## src/rtl/bcs_pkg.sv

```systemverilog
// Package: shared encodings for the burst column address sequencer.
// Assumes the burst length code is 3 bits wide; codes above the largest
// fixed length select full-page operation.
package bcs_pkg;

    // Burst length codes seen on blen_i
    typedef enum logic [2:0] {
        BLEN_1    = 3'd0,
        BLEN_2    = 3'd1,
        BLEN_4    = 3'd2,
        BLEN_8    = 3'd3,
        BLEN_PAGE = 3'd7
    } blen_code_e;

    // Wrap order seen on wrap_i
    typedef enum logic {
        WRAP_SEQ   = 1'b0,
        WRAP_INTLV = 1'b1
    } wrap_e;

    // Largest fixed burst length expressed as log2
    localparam int unsigned MAX_BL_LOG2 = 3;

endpackage

```

## src/rtl/bcs_len_decode.sv

```systemverilog
// Module: bcs_len_decode
// Turns a burst length code into a low-bit mask (BL-1) and a full-page flag.
// Assumes COL_W >= MAX_LOG2. Codes above MAX_LOG2 mean full page: the mask
// covers every column bit.
module bcs_len_decode #(
    parameter int unsigned COL_W    = 8,
    parameter int unsigned MAX_LOG2 = bcs_pkg::MAX_BL_LOG2
) (
    input  logic [2:0]       code_i,
    output logic [COL_W-1:0] mask_o,
    output logic             full_o
);
    localparam logic [2:0] MAX_CODE = 3'(MAX_LOG2);

    // Build the mask bit by bit from the code
    always_comb begin
        full_o = (code_i > MAX_CODE);
        for (int b = 0; b < int'(COL_W); b++) begin
            mask_o[b] = full_o || (b < int'(code_i));
        end
    end
endmodule

```

## src/rtl/bcs_addr_gen.sv

```systemverilog
// Module: bcs_addr_gen
// Combinational address of a beat from the burst base column, the beat
// index and the low-bit mask. The upper bits always come from the base.
// Assumes the caller forces intlv_i low in full-page mode. With
// HAS_INTLV = 0 the interleaved path is not built.
module bcs_addr_gen #(
    parameter int unsigned COL_W     = 8,
    parameter bit          HAS_INTLV = 1'b1
) (
    input  logic [COL_W-1:0] base_i,
    input  logic [COL_W-1:0] idx_i,
    input  logic [COL_W-1:0] mask_i,
    input  logic             intlv_i,
    output logic [COL_W-1:0] addr_o
);
    logic [COL_W-1:0] seq_low;
    logic [COL_W-1:0] low_sel;

    // Sequential low part: add the beat index to the base
    always_comb seq_low = base_i + idx_i;

    generate
        if (HAS_INTLV) begin : g_intlv
            // Pick between XOR order and counting order
            always_comb low_sel = intlv_i ? (base_i ^ idx_i) : seq_low;
        end else begin : g_seq_only
            // Only counting order is present
            always_comb low_sel = seq_low;
        end
    endgenerate

    // Merge the fixed upper bits with the wrapped low bits
    always_comb addr_o = (base_i & ~mask_i) | (low_sel & mask_i);
endmodule

```

## src/rtl/bcs_beat_tracker.sv

```systemverilog
// Module: bcs_beat_tracker
// Counts beats and owns the burst-active flag. A start clears the index
// and raises active. A stop without a start drops it. A fixed-length
// burst ends after the beat whose index equals the mask. Assumes mask_i
// and full_i are the values latched at the start.
module bcs_beat_tracker #(
    parameter int unsigned COL_W = 8
) (
    input  logic             clk,
    input  logic             rst_n,
    input  logic             start_i,
    input  logic             stop_i,
    input  logic [COL_W-1:0] mask_i,
    input  logic             full_i,
    output logic             active_o,
    output logic [COL_W-1:0] idx_o,
    output logic             step_o
);
    logic last_beat;

    // The final beat of a fixed-length burst is on the bus
    always_comb last_beat = !full_i && (idx_o == mask_i);

    // Move to the next beat when active, not ending and not interrupted
    always_comb step_o = active_o && !start_i && !stop_i && !last_beat;

    // Update the active flag and the beat index
    always_ff @(posedge clk) begin
        if (!rst_n) begin
            active_o <= 1'b0;
            idx_o    <= '0;
        end else if (start_i) begin
            active_o <= 1'b1;
            idx_o    <= '0;
        end else if (stop_i || (active_o && last_beat)) begin
            active_o <= 1'b0;
        end else if (step_o) begin
            idx_o    <= idx_o + 1'b1;
        end
    end
endmodule

```

## src/rtl/burst_col_seq.sv

```systemverilog
// Module: burst_col_seq (top)
// Column address sequencer for SDRAM bursts. A start latches the column,
// the decoded length and the wrap order. Each following cycle presents the
// next beat's column on a registered output. Assumes start has priority
// over stop. Interleaved order is ignored in full-page mode.
module burst_col_seq #(
    parameter int unsigned COL_W     = 8,
    parameter bit          HAS_INTLV = 1'b1
) (
    input  logic             clk,
    input  logic             rst_n,
    input  logic             start_i,
    input  logic [COL_W-1:0] start_col_i,
    input  logic [2:0]       blen_i,
    input  logic             wrap_i,
    input  logic             stop_i,
    output logic [COL_W-1:0] col_o,
    output logic             active_o
);
    import bcs_pkg::*;

    logic [COL_W-1:0] dec_mask;
    logic             dec_full;
    logic [COL_W-1:0] base_q;
    logic [COL_W-1:0] mask_q;
    logic             full_q;
    logic             intlv_q;
    logic [COL_W-1:0] idx;
    logic [COL_W-1:0] idx_next;
    logic             step;
    logic [COL_W-1:0] next_addr;
    logic [COL_W-1:0] col_q;

    bcs_len_decode #(.COL_W(COL_W), .MAX_LOG2(MAX_BL_LOG2)) u_dec (
        .code_i (blen_i),
        .mask_o (dec_mask),
        .full_o (dec_full)
    );

    // Hold the burst setup for the lifetime of the burst
    always_ff @(posedge clk) begin
        if (!rst_n) begin
            base_q  <= '0;
            mask_q  <= '0;
            full_q  <= 1'b0;
            intlv_q <= 1'b0;
        end else if (start_i) begin
            base_q  <= start_col_i;
            mask_q  <= dec_mask;
            full_q  <= dec_full;
            intlv_q <= (wrap_i == WRAP_INTLV) && !dec_full;
        end
    end

    bcs_beat_tracker #(.COL_W(COL_W)) u_trk (
        .clk      (clk),
        .rst_n    (rst_n),
        .start_i  (start_i),
        .stop_i   (stop_i),
        .mask_i   (mask_q),
        .full_i   (full_q),
        .active_o (active_o),
        .idx_o    (idx),
        .step_o   (step)
    );

    // Index of the beat that follows the current one
    always_comb idx_next = idx + 1'b1;

    bcs_addr_gen #(.COL_W(COL_W), .HAS_INTLV(HAS_INTLV)) u_gen (
        .base_i  (base_q),
        .idx_i   (idx_next),
        .mask_i  (mask_q),
        .intlv_i (intlv_q),
        .addr_o  (next_addr)
    );

    // Register the column presented on the output
    always_ff @(posedge clk) begin
        if (!rst_n) begin
            col_q <= '0;
        end else if (start_i) begin
            col_q <= start_col_i;
        end else if (step) begin
            col_q <= next_addr;
        end
    end

    assign col_o = col_q;
endmodule

```

## config.mk

```make
export PLATFORM = sky130hd
export DESIGN_NAME = burst_col_seq
export DESIGN_NICKNAME = d
export VERILOG_FILES = /design/src/rtl/bcs_pkg.sv /design/src/rtl/bcs_len_decode.sv /design/src/rtl/bcs_addr_gen.sv /design/src/rtl/bcs_beat_tracker.sv /design/src/rtl/burst_col_seq.sv
export SDC_FILE = /design/constraint.sdc
export NUM_CORES = 1
export LEC_CHECK = 0
export BUFFER_PORTS_ARGS = -buffer_cell sky130_fd_sc_hd__buf_2
export CORE_MARGIN = 3
export CORE_UTILIZATION = 58
export DETAILED_ROUTE_END_ITERATION = 10
export PLACE_DENSITY_LB_ADDON = 0.12
export SYNTH_ARGS = -nofsm -noshare
export SYNTH_HDL_FRONTEND = slang
export SYNTH_HIERARCHICAL = 1
export SYNTH_SLANG_ARGS = --single-unit
```

## constraint.sdc

```tcl
create_clock -name clk -period 4.1 [get_ports clk]
set_clock_uncertainty 0.2 [all_clocks]
set_input_delay 0.82 -clock clk [delete_from_list [all_inputs] [get_ports clk]]
set_output_delay 0.82 -clock clk [all_outputs]
set_load 0.02 [all_outputs]
```

==> impl_metrics.csv <==
group,metric,value,unit
yosys,synth.avg_cell_area,8.97,um^2
sta,setup_viol,0,
place,place.detailed.instances,296,
finish,post-route-cell-area,0.00234,mm^2
routing,postRouteWirelength,4.13,mm
cts,worst_setup_hold_path_clk_slew,0.07,ns
yosys,syn-num-nets,265,
cts,cts.repair.resized,0,
sta,fin_crit,3.05,ns
pwr,power_leakage,1.00,nW
yosys,dominantRegCellSynth,"sky130_fd_sc_hd__dfxtp_1",
yosys,synth_enable_flop_cells,0,
cts,tritoncts_num_sinks,35,
yosys,postSynthCellCount,239,
place,placement.cell_area,0.00222,mm^2
critical_path,worst-path-max-fanout,7,
yosys,ys_ff_latch,35,
finish,final_nets,283,
die,die_x,66.8,um
place,routability_driven_placement_congestion_ratio,0.780,
pwr,power-per-cell-area,341,mW/mm^2
cts,hold_buffers,0,
sta,setup_total_negative_slack,0,ns
finish,post_route_cells_drive_above_1_share,0.178,
routing,postRouteAntennaNets,0,
routing,drt_pass1_iterations,4,
sta,period_share,0.743,
global_route,grt.overflow.total,0,
cts,cts_buffers,5,
cts,clock_path_buffers,2,
yosys,yosysSeqAreaShare,0.327,
die,placement_rows,21,
cts,postCtsSetupBuffers,0,
sta,fmaxAchievable,0.328,GHz
pwr,irDropWorstVdd,0.000200,V
die,io_pins,25,
routing,drc,0,
yosys,synth.yosys.warnings,6,
pwr,post-layout-total-power,0.799,mW
critical_path,timing.critical_path.from_type,"flip-flop",
cts,clock_insertion_delay_worst_skew,0.30,ns
yosys,yosysUniqueCellTypes,51,
routing,initialDrtViolationCount,73,
worst_hold_path,min_path_type,"flip-flop to flip-flop",
yosys,asyncSetResetFlopFracSynth,0,
place,detailedPlacementHpwl,2.96,mm
global_route,grt_usage,0.219,
finish,layout_commonest_cell,"sky130_fd_sc_hd__dfxtp_1",
routing,vias_per_cell,5.41,
die,die-height,66.8,um
cts,cts_tree,"yes",
routing,drt-wirelength-per-cell,13.6,um
sta,setup_ws,1.05,ns
yosys,synth.cell_area,0.00214,mm^2
finish,antenna_cells,0,
place,setup_ws_pre_cts,1.05,ns
sta,final-max-slew-violation-count,0,
die,initial_core_utilization,0.623,
finish,highest_count_cells_in_the_layout_ignoring_fill_and_taps,"sky130_fd_sc_hd__dfxtp_1 (35), sky130_fd_sc_hd__mux2i_1 (25), sky130_fd_sc_hd__buf_2 (24)",
sta,hold_viol,0,
critical_path,critical_path.endpoint_type,"flip-flop",
die,core_region_area,0.00344,mm^2
finish,area_grow_syn2layout,9.28,%
routing,num_vias,1645,
cts,clock_h_tree_levels,2,
critical_path,critical_path_arrival,3.02,ns
sta,unrepaired_setup_endpoints_after_global_routing,"false",
global_route,grt_antenna_before_repair,0,
die,die_area,0.00446,mm^2
global_route,grt_pass1_vias,1607,
place,placement.io_buffers,24,
run_status,outcome,"complete, no violations",
sta,max_slew_margin,0.562,
critical_path,criticalPathCategory,"flip-flop to flip-flop",
critical_path,worstPathRequired,4.07,ns
sta,tightestPinTransition,0.658,ns
flow_run,maxCapViolCount,0,
finish,final_cells,304,
global_route,grt_pass1_wl,7.40,mm
global_route,largest_net_degree_at_the_start_of_global_routing,30,
cts,clockRootBuffer,"sky130_fd_sc_hd__clkbuf_8",
-- synth_stat cells, drive strengths merged, types with 3 or more instances --
library cell  count  area, um^2
a21oi            19        95.1
a31oi             3        25.0
and3              3        18.8
buf              10        88.8
clkbuf            4        15.0
dfxtp            35         701
ha                9         113
inv               7        26.3
mux2i            25         250
nand2            16        60.1
nand3             4        25.0
nor2             13        48.8
nor2b            19         119
o21ai            14        70.1
or3               3        20.0
or4               5        37.5
xnor2             8        70.1
xor2             11        96.3
-- area by class of cell --
class | count | area (um^2)
fill | 286 | 1100
multi-input combinational | 183 | 1310
sequential | 35 | 701
clock buffer | 6 | 82.6
timing repair buffer | 25 | 128
clock inverter | 2 | 35.0
inverter | 7 | 26.3
tap | 46 | 57.6
-- stage by stage --
| step | util | hold slack, ns |
|---|---|---|
| after floorplan | - | 0.252 |
| after global placement | 0.646 | 0.315 |
| after detailed placement | 0.646 | 0.323 |
| after CTS | 0.680 | 0.332 |
| after global routing | 0.680 | 0.363 |
| final | 0.680 | 0.333 |
-- worst paths after layout --
path | from | to | slack (ns) | depth (start not counted)
setup / recovery | u_trk/idx_o[0] | col_o[7] | 1.05 | 11
hold / removal | full_q | full_q | 0.33 | 2
setup reg to reg | u_trk/idx_o[0] | col_o[7] | 1.05 | 11
hold reg to reg | full_q | full_q | 0.33 | 2
-- cell families (layout without fill, tap and decap cells) --
kind of cell    count (synthesis)  after routing  share of synthesized area
buf+inv                        21             40                     0.0607
fa+ha+maj                      10             10                     0.0619
simple gates                   76             76                      0.201
flops                          35             35                      0.327
xor+xnor                       19             19                     0.0776
mux                            27             27                      0.127
compound gates                 51             51                      0.145
-- flip-flops by register name (all words and copies together), names as in the netlist --
register,count
u_trk/idx_o,8
col_o,8
u_trk/active_o,1
intlv_q,1
base_q,8
full_q,1
mask_q,8
-- critical path, cell delays in order, from the launching register on --
cell,delay (ns)
sky130_fd_sc_hd__dfxtp_1,0.48
sky130_fd_sc_hd__ha_1,0.26
sky130_fd_sc_hd__nand3_1,0.11
sky130_fd_sc_hd__xnor2_1,0.15
sky130_fd_sc_hd__ha_1,0.33
sky130_fd_sc_hd__a21oi_1,0.08
sky130_fd_sc_hd__nor2_1,0.16
sky130_fd_sc_hd__and4bb_2,0.26
sky130_fd_sc_hd__o32a_1,0.16
sky130_fd_sc_hd__or4_1,0.51
sky130_fd_sc_hd__mux2i_1,0.14
sky130_fd_sc_hd__a21oi_1,0.08
-- layer usage --
| layer | global-route usage | vias to the layer above | part of all wire |
|---|---|---|---|
| li1 | - | 871 | - |
| met1 | 0.270 | 733 | 0.48 |
| met2 | 0.369 | 33 | 0.45 |
| met3 | 0.0405 | 8 | 0.043 |
| met4 | 0.0990 | 0 | 0.020 |
| met5 | 0 | - | 0 |
-- where the power goes --
group | switching (mW) | internal [mW] | total [mW]
combinational | 0.0563 | 0.0464 | 0.103
clock | 0.127 | 0.197 | 0.324
sequential | 0.0153 | 0.357 | 0.373
Note: power is estimated with default switching activity, not from simulation.
